==> src/rtl/tmf_pkg.sv <==
// Package: shared widths and mode decode for the trimmed mean filter.
// Assumes a 3-bit mode. Codes 6 and 7 decode as single-sample mode.
package tmf_pkg;
    localparam int MODE_W      = 3;
    localparam int MAX_SAMPLES = 18;
    localparam int CNT_W       = $clog2(MAX_SAMPLES + 1);
    localparam int SHIFT_W     = 3;

    typedef logic [MODE_W-1:0]  mode_t;
    typedef logic [CNT_W-1:0]   cnt_t;
    typedef logic [SHIFT_W-1:0] shift_t;

    // Samples per burst for a mode.
    function automatic cnt_t need_of(input mode_t m);
        case (m)
            3'd1:    need_of = cnt_t'(2);
            3'd2:    need_of = cnt_t'(4);
            3'd3:    need_of = cnt_t'(6);
            3'd4:    need_of = cnt_t'(10);
            3'd5:    need_of = cnt_t'(18);
            default: need_of = cnt_t'(1);
        endcase
    endfunction

    // Right shift that divides the kept total.
    function automatic shift_t shift_of(input mode_t m);
        case (m)
            3'd1, 3'd2: shift_of = shift_t'(1);
            3'd3:       shift_of = shift_t'(2);
            3'd4:       shift_of = shift_t'(3);
            3'd5:       shift_of = shift_t'(4);
            default:    shift_of = shift_t'(0);
        endcase
    endfunction

    // Whether the mode removes one maximum and one minimum.
    function automatic logic trims(input mode_t m);
        trims = (m >= 3'd2) && (m <= 3'd5);
    endfunction
endpackage

==> src/rtl/tmf_burst_ctrl.sv <==
// Burst control: captures the mode on burst_start, counts accepted
// samples and flags the final one. Assumes burst_start has priority
// over an open burst (the open burst is abandoned).
module tmf_burst_ctrl
    import tmf_pkg::*;
(
    input  logic   clk,
    input  logic   rst_n,
    input  logic   burst_start,
    input  mode_t  mode_in,
    input  logic   smp_valid,
    output logic   accept,
    output logic   last,
    output shift_t eff_shift,
    output logic   eff_trim,
    output cnt_t   need_q
);
    mode_t mode_q;
    logic  active_q;
    cnt_t  cnt_q;
    mode_t eff_mode;
    cnt_t  eff_need;
    cnt_t  cnt_base;
    cnt_t  cnt_inc;

    // Mode and count in force for the sample in this cycle.
    always_comb begin
        eff_mode  = burst_start ? mode_in : mode_q;
        eff_need  = need_of(eff_mode);
        eff_shift = shift_of(eff_mode);
        eff_trim  = trims(eff_mode);
        cnt_base  = burst_start ? '0 : cnt_q;
        cnt_inc   = cnt_base + cnt_t'(1);
        accept    = smp_valid && (burst_start || active_q);
        last      = accept && (cnt_inc == eff_need);
        need_q    = need_of(mode_q);
    end

    // Burst state: captured mode, open flag and sample count.
    always_ff @(posedge clk) begin
        if (!rst_n) begin
            mode_q   <= '0;
            active_q <= 1'b0;
            cnt_q    <= '0;
        end else begin
            if (burst_start)
                mode_q <= mode_in;
            if (accept) begin
                active_q <= !last;
                cnt_q    <= last ? '0 : cnt_inc;
            end else if (burst_start) begin
                active_q <= 1'b1;
                cnt_q    <= '0;
            end
        end
    end

    // an open burst never holds as many samples as it needs.
    p_count_below_need_r9: assert property (@(posedge clk) disable iff (!rst_n)
        active_q |-> (cnt_q < need_of(mode_q)));

    // a sample that does not close the burst leaves it open and one further.
    p_count_step_r6: assert property (@(posedge clk) disable iff (!rst_n)
        (accept && !last) |=> (active_q && cnt_q == $past(cnt_inc)));
endmodule

==> src/rtl/tmf_accum.sv <==
// Accumulator: keeps the running sum, maximum and minimum of the open
// burst. Exposes the values updated with this cycle's sample, so the
// final result can be formed without waiting an extra cycle.
module tmf_accum #(
    parameter int DATA_W = 12,
    parameter int SUM_W  = 17
) (
    input  logic              clk,
    input  logic              rst_n,
    input  logic              restart,
    input  logic              accept,
    input  logic [DATA_W-1:0] data,
    output logic [SUM_W-1:0]  sum_nx,
    output logic [DATA_W-1:0] max_nx,
    output logic [DATA_W-1:0] min_nx
);
    logic [SUM_W-1:0]  sum_q;
    logic [DATA_W-1:0] max_q;
    logic [DATA_W-1:0] min_q;
    logic [SUM_W-1:0]  sum_b;
    logic [DATA_W-1:0] max_b;
    logic [DATA_W-1:0] min_b;

    // Start from cleared values on restart, then fold in an accepted sample.
    always_comb begin
        sum_b  = restart ? '0 : sum_q;
        max_b  = restart ? '0 : max_q;
        min_b  = restart ? '1 : min_q;
        sum_nx = sum_b;
        max_nx = max_b;
        min_nx = min_b;
        if (accept) begin
            sum_nx = sum_b + SUM_W'(data);
            max_nx = (data > max_b) ? data : max_b;
            min_nx = (data < min_b) ? data : min_b;
        end
    end

    // Running statistics registers.
    always_ff @(posedge clk) begin
        if (!rst_n) begin
            sum_q <= '0;
            max_q <= '0;
            min_q <= '1;
        end else begin
            sum_q <= sum_nx;
            max_q <= max_nx;
            min_q <= min_nx;
        end
    end

    // the sum never falls below the largest sample, so it has not wrapped.
    p_no_overflow_r5: assert property (@(posedge clk) disable iff (!rst_n)
        sum_q >= SUM_W'(max_q));

    // once a sample is in, the minimum does not exceed the maximum.
    p_min_le_max_r4: assert property (@(posedge clk) disable iff (!rst_n)
        accept |=> (min_q <= max_q));
endmodule

==> src/rtl/tmf_result.sv <==
// Result stage: on the final sample, removes one max and one min if the
// mode trims, shifts the total right and registers it with a strobe.
module tmf_result
    import tmf_pkg::*;
#(
    parameter int DATA_W = 12,
    parameter int SUM_W  = 17
) (
    input  logic              clk,
    input  logic              rst_n,
    input  logic              fire,
    input  logic [SUM_W-1:0]  sum_nx,
    input  logic [DATA_W-1:0] max_nx,
    input  logic [DATA_W-1:0] min_nx,
    input  shift_t            shift,
    input  logic              trim,
    output logic [DATA_W-1:0] res_data,
    output logic              res_valid
);
    logic [SUM_W-1:0] kept;
    logic [SUM_W-1:0] scaled;

    // Trimmed total and its shifted average.
    always_comb begin
        kept   = trim ? (sum_nx - SUM_W'(max_nx) - SUM_W'(min_nx)) : sum_nx;
        scaled = kept >> shift;
    end

    // Result register and one-cycle strobe.
    always_ff @(posedge clk) begin
        if (!rst_n) begin
            res_data  <= '0;
            res_valid <= 1'b0;
        end else begin
            res_valid <= fire;
            if (fire)
                res_data <= scaled[DATA_W-1:0];
        end
    end

    // a mean of kept samples lies between the burst extremes.
    p_result_in_range_r3: assert property (@(posedge clk) disable iff (!rst_n)
        res_valid |-> (res_data <= $past(max_nx) && res_data >= $past(min_nx)));

    // a strobe only follows the final sample of a burst.
    p_valid_after_last_r8: assert property (@(posedge clk) disable iff (!rst_n)
        res_valid |-> $past(fire));

    // the result holds while no strobe is given.
    p_result_held_r8: assert property (@(posedge clk) disable iff (!rst_n)
        !res_valid |-> $stable(res_data));
endmodule

==> src/rtl/trimmed_mean_filter.sv <==
// Top: trimmed mean filter over a burst of unsigned samples.
// Assumes the sequencer pulses burst_start to open each burst and
// presents at most one sample per cycle.
module trimmed_mean_filter
    import tmf_pkg::*;
#(
    parameter int DATA_W = 12
) (
    input  logic              clk,
    input  logic              rst_n,
    input  logic              burst_start,
    input  logic [2:0]        mode,
    input  logic              smp_valid,
    input  logic [DATA_W-1:0] smp_data,
    output logic [DATA_W-1:0] res_data,
    output logic              res_valid,
    output logic [4:0]        need_count
);
    localparam int SUM_W = DATA_W + $clog2(MAX_SAMPLES);

    logic              accept;
    logic              last;
    shift_t            eff_shift;
    logic              eff_trim;
    cnt_t              need_q;
    logic [SUM_W-1:0]  sum_nx;
    logic [DATA_W-1:0] max_nx;
    logic [DATA_W-1:0] min_nx;

    tmf_burst_ctrl u_ctrl (
        .clk        (clk),
        .rst_n      (rst_n),
        .burst_start(burst_start),
        .mode_in    (mode),
        .smp_valid  (smp_valid),
        .accept     (accept),
        .last       (last),
        .eff_shift  (eff_shift),
        .eff_trim   (eff_trim),
        .need_q     (need_q)
    );

    tmf_accum #(.DATA_W(DATA_W), .SUM_W(SUM_W)) u_accum (
        .clk    (clk),
        .rst_n  (rst_n),
        .restart(burst_start),
        .accept (accept),
        .data   (smp_data),
        .sum_nx (sum_nx),
        .max_nx (max_nx),
        .min_nx (min_nx)
    );

    tmf_result #(.DATA_W(DATA_W), .SUM_W(SUM_W)) u_result (
        .clk      (clk),
        .rst_n    (rst_n),
        .fire     (last),
        .sum_nx   (sum_nx),
        .max_nx   (max_nx),
        .min_nx   (min_nx),
        .shift    (eff_shift),
        .trim     (eff_trim),
        .res_data (res_data),
        .res_valid(res_valid)
    );

    assign need_count = need_q;

    // without an open or opening burst no strobe follows.
    p_no_stray_result_r10: assert property (@(posedge clk) disable iff (!rst_n)
        (smp_valid && !burst_start && !accept) |=> !res_valid);
endmodule

==> config.mk <==
export PLATFORM = sky130hd
export DESIGN_NAME = trimmed_mean_filter
export DESIGN_NICKNAME = d
export VERILOG_FILES = /design/src/rtl/tmf_pkg.sv /design/src/rtl/tmf_burst_ctrl.sv /design/src/rtl/tmf_accum.sv /design/src/rtl/tmf_result.sv /design/src/rtl/trimmed_mean_filter.sv
export SDC_FILE = /design/constraint.sdc
export NUM_CORES = 1
export LEC_CHECK = 0
export BUFFER_PORTS_ARGS = -buffer_cell sky130_fd_sc_hd__buf_4
export CORE_ASPECT_RATIO = 1.2
export CORE_MARGIN = 1.5
export CORE_UTILIZATION = 35
export CTS_CLUSTER_SIZE = 8
export DETAILED_ROUTE_END_ITERATION = 8
export GPL_TIMING_DRIVEN = 0
export PLACE_DENSITY_LB_ADDON = 0.2
export RECOVER_POWER = 100
export SETUP_SLACK_MARGIN = 0.2
export SYNTH_ARGS = -nofsm -noshare
export SYNTH_HDL_FRONTEND = slang
export SYNTH_SLANG_ARGS = --single-unit
==> constraint.sdc <==
create_clock -name clk -period 7.6 [get_ports clk]
set_input_delay 0.38 -clock clk [delete_from_list [all_inputs] [get_ports clk]]
set_output_delay 0.38 -clock clk [all_outputs]
set_load 0.02 [all_outputs]
# Yosys cells after proc, flatten, opt, wreduce, memory -nomap -nowiden
# Cells that the tools add are included.
dict set report totals {
  out_inout_bits 18
  wordCells 53
  reg_bits 63
}
dict set report op_classes {
  n_eq_ne 11
  shift 1
  add_sub_neg 4
  order_cmp 4
  n_reduce_logical 7
  n_mux 18
}
# operator count
set ops {}
lappend ops {{two-way mux 12 bit} 6}
lappend ops {{two-way mux 17 bit} 3}
lappend ops {{case mux 5 bit (5 select lines)} 2}
lappend ops {{subtractor 17 x 12 -> 17 bit} 2}
lappend ops {{adder 17 x 12 -> 17 bit} 1}
lappend ops {{right shift 17 x 3 -> 12 bit} 1}
lappend ops {{two-way mux 5 bit} 3}
lappend ops {{equality test 3 x 2 -> 1 bit (second input constant)} 4}
lappend ops {{equality test 3 bit (second input constant)} 4}
lappend ops {{> comparator 12 bit} 1}
lappend ops {{< comparator 12 bit} 1}
lappend ops {{case mux 3 bit (4 select lines)} 1}
lappend ops {{equality test 3 x 1 -> 1 bit (second input constant)} 2}
lappend ops {{adder 5 x 1 -> 5 bit (second input constant)} 1}
lappend ops {{equality test 5 bit} 1}
lappend ops {{greater-or-equal comparator 3 x 2 -> 1 bit (second input constant)} 1}
lappend ops {{less-or-equal comparator 3 bit (second input constant)} 1}
lappend ops {{logical AND 1 bit} 3}
lappend ops {{two-way mux 3 bit} 1}
lappend ops {{two-way mux 1 bit} 2}
lappend ops {{nonzero test 2 bit} 1}
lappend ops {{OR reduction 2 bit} 1}
lappend ops {{logical NOT 1 bit} 1}
lappend ops {{logical OR 1 bit} 1}

# Depth between registers and ports, before layout
# Gate-level depths: netlist of the first run.
dict set report depth {
  depth_word 8
  ltp_mapped 27
}

# By module
# Synthesis of the first run repeated with hierarchy kept, for this count alone.
dict set report hier_totals {
  cells_unflattened 776
  hier_area_um2 6228.5
}
# mod seq_area_each_um2 instances cells_per_inst area_per_inst_um2
set modules_own_cells {}
lappend modules_own_cells {tmf_accum 820.8 1 365 2981.6}
lappend modules_own_cells {tmf_result 260.2 1 320 2491.1}
lappend modules_own_cells {tmf_burst_ctrl 180.2 1 91 755.7}

# Worst setup path before layout of the first run
# No wires, ideal clock.
dict set report synth_path {
  path_kind {input port to flip-flop}
  from {input port burst_start}
  to {register u_result.res_data[10]}
  arrival_ns 5.602
  slack_ns 1.880
  path_stages 25
  setup_time_ns 0.117
  t_required_ns 7.483
  path_cell_list {buf_6 buf_2 buf_1 clkbuf_1 clkbuf_1 nor2_1 ha_1 a21o_1 a21o_1 a21oi_1 o21a_1 o21ai_0 buf_2 mux2_2 fa_1 ha_1 and2_1 o211ai_1 o21ai_1 o31ai_1 xor2_1 nor3_1 a211oi_2 nand3_1 a32o_1}
}
dict set report synth_via {
  elab_chain_len 8
  elab_cells_between_ends 33
  cone_classes {add/sub (4); order compare (4); eq/ne (6); shift (1); mux (13); reduce/logical (5)}
}
# element line
set synth_rtl {}
lappend synth_rtl {{start: declaration} trimmed_mean_filter.sv:11} ;# input logic burst_start,
lappend synth_rtl {{two-way mux 12 bit} tmf_accum.sv:27} ;# max_b = restart ? '0 : max_q;
lappend synth_rtl {{> comparator 12 bit} tmf_accum.sv:34} ;# max_nx = (data > max_b) ? data : max_b;
lappend synth_rtl {{two-way mux 12 bit} tmf_accum.sv:34}
lappend synth_rtl {{two-way mux 12 bit} tmf_accum.sv:32} ;# if (accept) begin
lappend synth_rtl {{subtractor 17 x 12 -> 17 bit (2 in series)} tmf_result.sv:25} ;# kept = trim ? (sum_nx - SUM_W'(max_nx) - SUM_W'(min_nx)) : sum_nx;
lappend synth_rtl {{two-way mux 17 bit} tmf_result.sv:25}
lappend synth_rtl {{right shift 17 x 3 -> 12 bit} tmf_result.sv:26} ;# scaled = kept >> shift;
lappend synth_rtl {{end signal: assignment} tmf_result.sv:37} ;# res_data <= scaled[DATA_W-1:0];
lappend synth_rtl {{end: declaration} tmf_result.sv:17} ;# output logic [DATA_W-1:0] res_data,
# Parallel ways exist; a longest one is shown, timed or not.
# A chain may end at the register's enable or synchronous reset.

# Final worst setup path of the first run
dict set report layout_path {
  from {input port burst_start}
  to {register u_result.res_data[8]}
}
# Same word-level chain as after synthesis.

==> results.md, run 1 <==
- Vias/cell: roughly 5.5
- Hold Path Class: input port to flop
- Fin area: around 6300 µm²
- Period utilization: about nine tenths
- Total global-route track usage: a little over a fifth
- Drt pass-1 iters: 5
- Share of the synthesized area in the top cell type: around 22%
- Origin of the critical flop-to-flop path: u_ctrl.active_q
- Final core utilization: about two fifths
- Num Clock Sinks: 62
- Most common cell in the netlist: nor2_1
- Core area: about 16,000 µm²
- Synthesized instance count: 682
- Status: complete, no violations
- PD cells: roughly 200 nW/µm²
- Die H: between 100 and 150 µm
- Nets: 810
- Clock Latency Late Sink: around 0.33 ns
- Initial antenna violation count: 0
- First-pass GRT wire length: 27,300 µm
- DRT antenna net count: 0
- Area leader, netlist: dfxtp_1
- Die footprint: 16,700 µm²
- Crit path required time: ~7.8 ns
- Xor/xnor share of the synthesized area: 2.99%
- # IOs: 37
- Setup WS pre-CTS: -0.0590 ns
- Hold Vio Cnt, Final: 0
- Max Cap Violations: 0
- Post-synthesis register bit count: 62
- Root buffer cell: clkbuf_16
- Pwr Total: approximately 1.3 mW
- Final min period: between 6 and 7 ns
- CTS tree: yes
- Share of cells above drive strength 1: under 10%
- Setup skew after layout: between 0.008 and 0.009 ns
- Setup slack after layout: about 0.65 ns
- Synth unique cells: 72
- Detailed Route WL: between 15,000 and 20,000 µm
- Final Max Slew Viols: 0
- DRC viols: 0
- Total negative slack: 0 ns
- Placed cell areas: between 6000 and 7000 µm²
- Simple-gate share of the synthesized area: between 20% and 30%
- Post-Synth Adder-Cell Area: between 10% and 20%
- VDD IR-drop max: roughly 0.11 mV
- DR iter-0 viols: ~230
- Arrival time worst endpoint: approximately 7.2 ns
- Port Buf Inserts: 34
- Avg Inst Size Synth: 8.15 µm²
- Hold-fix buffers, CTS: 0
- Row Count: 50
- Compound-Gate Fraction of Synth Area: 22.5%
- Most used DFF post-synth: dfxtp_1
- Critical Path Start: burst_start
- CTS Buffer Depth: 2
- # diodes: 0
- Routed via count: around 5,200
- Asr flop ratio synth: 0%
- Largest family of logic cells by synthesized area: compound AO/OA/AOI/OAI gates
- Largest net degree at the start of global routing: 11
- Cell area after synthesis: around 5600 µm²
- Post-CTS Setup Bufs: 0
- Grt ovf: 0
- Initial Util: about 36%
- Post-synth EDFFs: 0
- Top cells by count, synth: 70 x nor2_1, 62 x dfxtp_1, 58 x nand2_1, 51 x ha_1, 42 x a21oi_1
- Fmax: 144 MHz
- Final std cells w/o fill: 940
- Slew margin rel.: around 31%
- Vias in the first global route: roughly 5,200
- Post-synthesis mux area share: under 10%
- Net count after synthesis: ~770
- Yosys warns: 0
- Static Leak: 2.64 nW
- Average wire per standard cell: around 18 µm
- Post-DP HPWL: ~14,000 µm
- Placed insts: ~900
- Area Overhead vs Synth: 12.9%
- Crit path launch type: input port
- CP Max Fanout: 10
- Worst Max-Slew Pin Slew: between 1 and 1.5 ns
- Post-synthesis sequential area ratio: between 20 and 25%
- Routability congestion estimate: just under 0.9
- Die X: roughly 120 µm
- Min-delay src: mode[1]
- Crit. End Element: flop
- CTS Buf Count: 9
- Synth top area cells: dfxtp_1 22%, ha_1 11%, mux2_2 4.9%, nor2_1 4.7%, fa_1 4.7%
- Fillers: ~1,600
- CP Class: input port to flop
- Worst hold slack: around 0.37 ns
- Final setup vio count: 0
- Clock transition at path regs: 0.05 ns
- Unrepaired setup endpoints after global routing: false
- CTS H-tree depth: 3
-- area by class of cell --
cell class	count	area, µm²	area share [%]
Multi-Input combinational cell	556	4040	64.2
Sequential cell	62	1240	19.8
Clock buffer	13	270	4.30
Tap cell	208	260	4.14
Timing Repair Buffer	34	188	2.99
Buffer	35	160	2.55
Inverter	29	109	1.73
Clock inverter	3	17.5	0.279
-- cells by family after synthesis --
logic type      after synthesis
xor+xnor                     19
fa+ha+maj                    64
compound gates              186
buf+inv                      64
flops                        62
simple gates                244
mux                          43
-- layout by cell type, fill, tap and decap left out, types with 4 or more instances in the layout --
master,instances
a211oi_1,10
a21o_1,17
a21oi_1,42
a31oi_1,9
and2_0,4
and2_1,10
buf_2,7
buf_4,17
clkbuf_1,40
clkbuf_16,9
dfxtp_1,62
fa_1,13
ha_1,51
inv_1,28
mux2_1,20
mux2_2,4
mux2i_1,14
nand2_1,58
nand2b_1,19
nand3_1,16
nand3b_1,6
nand4_1,8
nor2_1,70
nor2b_1,22
nor3_1,12
o211a_1,4
o211ai_1,8
o21a_1,8
o21ai_0,38
o21ai_1,5
o22ai_1,5
o31ai_1,6
or3_1,7
xnor2_1,10
xor2_1,9
-- repair_timing --
item                                    CTS  global route
gates resized for setup                   0             3
endpoints found under the setup margin    0            10
hold endpoints to repair                  0             0
-- worst max-delay path, cell delays in order --
cell and delay [ns]:
buf_6 0.16, buf_2 0.27, clkbuf_1 0.50, clkbuf_1 0.39, clkbuf_2 0.37, nor2_1 0.11, ha_1 0.29, a21o_1 0.10
a21o_1 0.12, a21oi_1 0.08, o21a_1 0.19, o21ai_1 0.41, buf_2 0.36, mux2_1 0.42, fa_1 0.50, ha_1 0.40
and2_0 0.21, o211ai_1 0.19, o21ai_0 0.21, o31ai_1 0.48, xor2_1 0.22, nor3_1 0.08, a211oi_2 0.36, a21oi_1 0.13
o211a_1 0.22
-- final timing paths --
check | endpoint | slack [ns] | cells after the start
worst min register to register | u_result.res_data[7] | 0.46 | 2
worst min-delay path | u_ctrl.mode_q[1] | 0.37 | 3
worst max register to register | u_result.res_data[8] | 1.68 | 18
worst max-delay path | u_result.res_data[8] | 0.65 | 25
-- where the power goes --
group / leakage [nW] / switching [mW] / internal, mW / total (mW)
Sequential: 0.506 / 0.00630 / 0.341 / 0.347
Combinational: 1.99 / 0.317 / 0.210 / 0.526
Clock: 0.142 / 0.156 / 0.247 / 0.402
-- flip-flops by register name, summed over array words and instances, names as in the netlist --
signal,cells
u_accum.max_q,12
u_accum.min_q,12
u_accum.sum_q,16
u_ctrl.active_q,1
u_ctrl.cnt_q,5
u_ctrl.mode_q,3
u_result.res_data,12
u_result.res_valid,1
-- metal layers --
layer | part of all wire (%) | up-vias | global-route usage [%]
li1 | - | 2557 | -
met1 | 45 | 2454 | 25.9
met2 | 49 | 127 | 36.2
met3 | 3.5 | 28 | 2.83
met4 | 2.5 | 0 | 8.54
met5 | 0 | - | 0
No activity file was read; power rests on OpenSTA's default activity.
==> run 2, diff against run 1 <==
CORE_MARGIN = unset   (was 1.5)
==> results.md, run 2 (synthesis results as in run 1) <==
- Status: complete, no violations (unchanged)
- Root buffer cell: clkbuf_16 (unchanged)
- Setup skew after layout: 0.00616 ns (was 0.00838 ns)
- Hold-critical path depth: 3 (unchanged)
- Initial Util: 35.7% (unchanged)
- Detailed Route WL: 17,100 µm (was 17,000 µm)
- CTS H-tree depth: 3 (unchanged)
- Pwr Total: 1.25 mW (was 1.28 mW)
- First-pass GRT wire length: 28,000 µm (was 27,300 µm)
- Port Buf Inserts: 34 (unchanged)
- DRC viols: 0 (unchanged)
- Total negative slack: 0 ns (unchanged)
- Max reg flops: 16 (unchanged)
- Crit. End Element: flop (unchanged)
- DRT antenna net count: 0 (unchanged)
- # IOs: 37 (unchanged)
- Fin area: 6260 µm² (was 6280 µm²)
- Total global-route track usage: 22.3% (was 20.8%)
- Clock transition at path regs: 0.05 ns (about the same)
- R2R setup slack: 1.65 ns (was 1.68 ns)
- Slew margin rel.: 33.7% (was 31.3%)
- FF-to-FF End: u_result.res_data[6] (was u_result.res_data[8])
- Initial antenna violation count: 0 (unchanged)
- CTS tree: yes (unchanged)
- Post-CTS Setup Bufs: 0 (unchanged)
- Share of cells above drive strength 1: 8.36% (was 8.47%)
- Setup slack after layout: 0.664 ns (was 0.647 ns)
- Worst Max-Slew Pin Slew: 0.984 ns (was 1.02 ns)
- Fmax: 144 MHz (about the same)
- CP Max Fanout: 10 (unchanged)
- Die H: 140 µm (was 141 µm)
- Min-delay src: mode[1] (unchanged)
- Crit path required time: 7.79 ns (was 7.82 ns)
- Routed via count: 5,227 (was 5,166)
- Final Max Slew Viols: 0 (unchanged)
- Worst Hold Path EP: u_ctrl.mode_q[1] (unchanged)
- Sw Share: 37.9% (was 37.5%)
- Largest net degree at the start of global routing: 11 (unchanged)
- Row Count: 50 (unchanged)
- Grt ovf: 0 (unchanged)
- Reg2reg path depth: 18 (unchanged)
- Reg with most FFs: u_accum.sum_q (unchanged)
- Nets: 810 (unchanged)
- Worst hold slack: 0.350 ns (was 0.373 ns)
- Most common cell after layout, fill and taps aside: nor2_1 (unchanged)
- Final core utilization: 40.2% (was 40.3%)
- Comb pwr share: 42.5% (was 41.2%)
- Final setup vio count: 0 (unchanged)
- Clock Latency Late Sink: 0.33 ns (about the same)
- Origin of the critical flop-to-flop path: u_ctrl.active_q (unchanged)
- Hold Vio Cnt, Final: 0 (unchanged)
- Part of the power in registers: 27.8% (was 27.2%)
- CP Class: input port to flop (unchanged)
- Average wire per standard cell: 18.2 µm (was 18.0 µm)
- DR iter-0 viols: 260 (was 234)
- CTS Buffer Depth: 2 (unchanged)
- Clock share of power: 29.8% (was 31.5%)
- Die footprint: 16,400 µm² (was 16,700 µm²)
- Unrepaired setup endpoints after global routing: false (unchanged)
- Vias in the first global route: 5,288 (was 5,211)
- Static Leak: 2.63 nW (was 2.64 nW)
- Num Clock Sinks: 62 (unchanged)
- VDD IR-drop max: 0.0903 mV (was 0.107 mV)
- Placed cell areas: 6080 µm² (unchanged)
- Setup WS pre-CTS: -0.0308 ns (was -0.0590 ns)
- CTS Buf Count: 9 (unchanged)
- Post-DP HPWL: 13,600 µm (was 13,500 µm)
- Final min period: 6.94 ns (was 6.95 ns)
- Placed insts: 924 (unchanged)
- Hold Path Class: input port to flop (unchanged)
- Max Cap Violations: 0 (unchanged)
- Period utilization: 91.3% (was 91.5%)
- Switching pwr: 0.475 mW (was 0.479 mW)
- Routability congestion estimate: 0.893 (about the same)
- PD cells: 200 nW/µm² (was 203 nW/µm²)
- # diodes: 0 (unchanged)
- Die X: 117 µm (was 118 µm)
- Int Pwr: 0.777 mW (was 0.797 mW)
- Area Overhead vs Synth: 12.5% (was 12.9%)
- Vias/cell: 5.57 (was 5.50)
- Final std cells w/o fill: 938 (was 940)
- Core area: 15,600 µm² (unchanged)
- Commonest non-fill, non-tap cells in the layout: 70 x nor2_1, 62 x dfxtp_1, 58 x nand2_1, 51 x ha_1, 42 x a21oi_1 (unchanged)
- Crit path launch type: input port (unchanged)
- Drt pass-1 iters: 5 (unchanged)
- Arrival time worst endpoint: 7.13 ns (was 7.17 ns)
[run 2: cell types whose count changed in the layout (fill, tap and decap cells not counted)]
cell        previous run  this run
and2_1                10         9
and2_0                 4         5
buf_6                  2         3
o21ai_1                5         4
clkbuf_8               3         1
mux2_1                20        19
mux2_2                 4         5
o21ai_0               38        39
clkinvlp_4             1         0
[run 2: layer usage]
layer	track usage [%]	vias up	routed length, µm
met1	28.6	2517	7690
met4	6.73	0	404
met2	38.5	130	8370
met3	2.73	26	593
li1	-	2554	-
met5	0	-	0
[run 2: worst max-delay path by stage]
stage	start	end	slack, ns	cells after the start
2_1_floorplan	burst_start	u_result.res_data[10]	1.88	25
3_3_place_gp	burst_start	u_result.res_data[10]	0.03	25
3_5_place_dp	burst_start	u_result.res_data[10]	-0.03	25
4_1_cts	burst_start	u_result.res_data[10]	0.29	25
5_1_grt	burst_start	u_result.res_data[6]	0.22	25
6_report	burst_start	u_result.res_data[6]	0.66	25
[run 2: area by class of cell]
| cell class | instances | area [µm²] |
|---|---|---|
| Multi-Input combinational cell | 556 | 4040 |
| Fill cell | 1596 | 9320 |
| Buffer | 35 | 168 |
| Clock buffer | 12 | 246 |
| Clock inverter | 2 | 10.0 |
| Sequential cell | 62 | 1240 |
| Inverter | 29 | 109 |
| Tap cell | 208 | 260 |
| Timing Repair Buffer | 34 | 188 |
[run 2: critical path: stages]
cell and delay (ns):
buf_6 0.16, buf_2 0.26, clkbuf_1 0.46, clkbuf_1 0.38, clkbuf_2 0.38, nor2_1 0.13, ha_1 0.29, a21o_1 0.10
a21o_1 0.12, a21oi_1 0.09, o21a_1 0.19, o21ai_1 0.40, buf_2 0.35, mux2_1 0.42, fa_1 0.50, ha_1 0.40
and2_0 0.21, o211ai_1 0.19, o21ai_0 0.19, o31ai_1 0.48, xor2_1 0.22, nor3_1 0.08, a211oi_2 0.38, a2bb2oi_1 0.22
a31oi_1 0.11
[run 2: timing repair]
item / 4_1_cts / 5_1_grt
hold buffers: 0 / 0
endpoints found under the setup margin: 0 / 10
gates resized for setup: 0 / 3
[run 2: power by group through the flow]
| stage | combinational (mW) | clock (mW) | sequential [mW] |
|---|---|---|---|
| 6_report | 0.532 | 0.373 | 0.348 |
| 3_3_place_gp | 0.526 | 0 | 0.354 |
| 2_1_floorplan | 0.392 | 0 | 0.358 |
| 3_5_place_dp | 0.531 | 0 | 0.355 |
| 4_1_cts | 0.535 | 0.381 | 0.348 |
| 5_1_grt | 0.587 | 0.401 | 0.349 |
==> run 3, diff against run 2 <==
BUFFER_PORTS_ARGS = unset   (was -buffer_cell sky130_fd_sc_hd__buf_4)
DONT_BUFFER_PORTS = 1   (was unset)
PLACE_DENSITY_LB_ADDON = unset   (was 0.2)
==> results.md, run 3 (synthesis results as in run 1) <==
- Initial Util: 35.7% (unchanged)
- Hold Path Class: input port to flop (unchanged)
- Period utilization: 91.9% (was 91.3%)
- Die X: 117 µm (unchanged)
- Largest net degree at the start of global routing: 11 (unchanged)
- Unrepaired setup endpoints after global routing: false (unchanged)
- Area Overhead vs Synth: 9.47% (was 12.5%)
- R2R setup slack: 1.82 ns (was 1.65 ns)
- Port Buf Inserts: 0 (was 34)
- Final core utilization: 39.1% (was 40.2%)
- DRC viols: 2 (was 0)
- Die H: 140 µm (unchanged)
- DR iter-0 viols: 247 (was 260)
- Static Leak: 2.54 nW (was 2.63 nW)
- Row Count: 50 (unchanged)
- Final Max Slew Viols: 0 (unchanged)
- CP Class: input port to flop (unchanged)
- Worst hold slack: 0.256 ns (was 0.350 ns)
- CP Max Fanout: 10 (unchanged)
- Initial antenna violation count: 0 (unchanged)
- Routability congestion estimate: 0.872 (was 0.893)
- Post-DP HPWL: 12,700 µm (was 13,600 µm)
- Total global-route track usage: 20.9% (was 22.3%)
- Critical path's largest stage delay: 0.50 ns (about the same)
- Nets: 776 (was 810)
- Most common cell after layout, fill and taps aside: nor2_1 (unchanged)
- Placed cell areas: 5820 µm² (was 6080 µm²)
- First-pass GRT wire length: 25,800 µm (was 28,000 µm)
- # diodes: 0 (unchanged)
- Max Cap Violations: 0 (unchanged)
- Crit path launch type: input port (unchanged)
- Status: complete, but fails checks (was complete, no violations)
- Slew margin rel.: 32.1% (was 33.7%)
- Fmax: 143 MHz (was 144 MHz)
- Vias in the first global route: 4,783 (was 5,288)
- Routed via count: 4,980 (was 5,227)
- Arrival time worst endpoint: 7.21 ns (was 7.13 ns)
- Clock Latency Late Sink: 0.33 ns (about the same)
- Failing checks: design-rule violations
- Crit path required time: 7.82 ns (was 7.79 ns)
- Share of cells above drive strength 1: 6.47% (was 8.36%)
- Vias/cell: 5.51 (was 5.57)
- Final min period: 6.99 ns (was 6.94 ns)
- Fin area: 6090 µm² (was 6260 µm²)
- Final setup vio count: 0 (unchanged)
- Crit. End Element: flop (unchanged)
- CTS Buffer Depth: 2 (unchanged)
- CP top delay family: compound AO/OA/AOI/OAI gates (unchanged)
- PD cells: 205 nW/µm² (was 200 nW/µm²)
- Num Clock Sinks: 62 (unchanged)
- VDD IR-drop max: 0.103 mV (was 0.0903 mV)
- Setup WS pre-CTS: 0.217 ns (was -0.0308 ns)
- Total negative slack: 0 ns (unchanged)
- Detailed Route WL: 16,100 µm (was 17,100 µm)
- Grt ovf: 0 (unchanged)
- CTS Buf Count: 9 (unchanged)
- DRT antenna net count: 0 (unchanged)
- Core area: 15,600 µm² (unchanged)
- Commonest non-fill, non-tap cells in the layout: 70 x nor2_1, 62 x dfxtp_1, 58 x nand2_1, 51 x ha_1, 42 x a21oi_1 (unchanged)
- Drt pass-1 iters: 6 (was 5)
- Slowest-stage cell, CP: fa_1 (unchanged)
- Reg with most FFs: u_accum.sum_q (unchanged)
- Worst path bufs/invs: 6 (unchanged)
- Setup slack after layout: 0.614 ns (was 0.664 ns)
- Hold Vio Cnt, Final: 0 (unchanged)
- Setup skew after layout: 0.00639 ns (was 0.00616 ns)
- Die footprint: 16,400 µm² (unchanged)
- Clock transition at path regs: 0.05 ns (about the same)
- # IOs: 37 (unchanged)
- CTS H-tree depth: 3 (unchanged)
- Max reg flops: 16 (unchanged)
- CTS tree: yes (unchanged)
- Root buffer cell: clkbuf_16 (unchanged)
- Worst Max-Slew Pin Slew: 1.01 ns (was 0.984 ns)
- Average wire per standard cell: 17.8 µm (was 18.2 µm)
==> run 3: final timing paths <==
path                                      start               endpoint  cells after the start
worst min-delay path                    mode[1]       u_ctrl.mode_q[1]                      2
worst max register to register  u_ctrl.active_q  u_result.res_data[10]                     18
worst min register to register  u_ctrl.cnt_q[4]        u_ctrl.cnt_q[4]                      2
worst max-delay path                burst_start  u_result.res_data[10]                     25
==> run 3: layout make-up <==
type	count	area, µm²
plain buffers	35	168
well taps	208	260
inverters	29	109
clock inverters	1	5.00
flip-flops and latches	62	1240
fillers	1629	9490
multi-input cells	556	4040
clock buffers	13	270
==> run 3: per-stage QoR <==
| step | instances | power (mW) |
|---|---|---|
| floorplan | 682 | 0.750 |
| global placement | 890 | 0.861 |
| detailed placement | 890 | 0.861 |
| CTS | 904 | 1.26 |
| global route | 904 | 1.33 |
| finish | 904 | 1.25 |
==> run 3: timing repair <==
action	4_1_cts	5_1_grt
endpoints found under the setup margin	0	6
resized for setup	0	2
buffers inserted	0	0
hold buffers	0	0
==> run 3: where the power goes <==
group          switching [mW]  internal, mW
logic                   0.300         0.202
registers              0.0120         0.341
clock network           0.149         0.243
total                   0.461         0.787
==> run 3: metal layers <==
layer  wire length, µm  up-vias  global-route usage, %
met5                 0        -                      0
met4               329        0                   6.26
met3               581       19                   3.85
met2              8010       99                   36.4
met1              7200     2375                   25.9
li1                  -     2487                      -
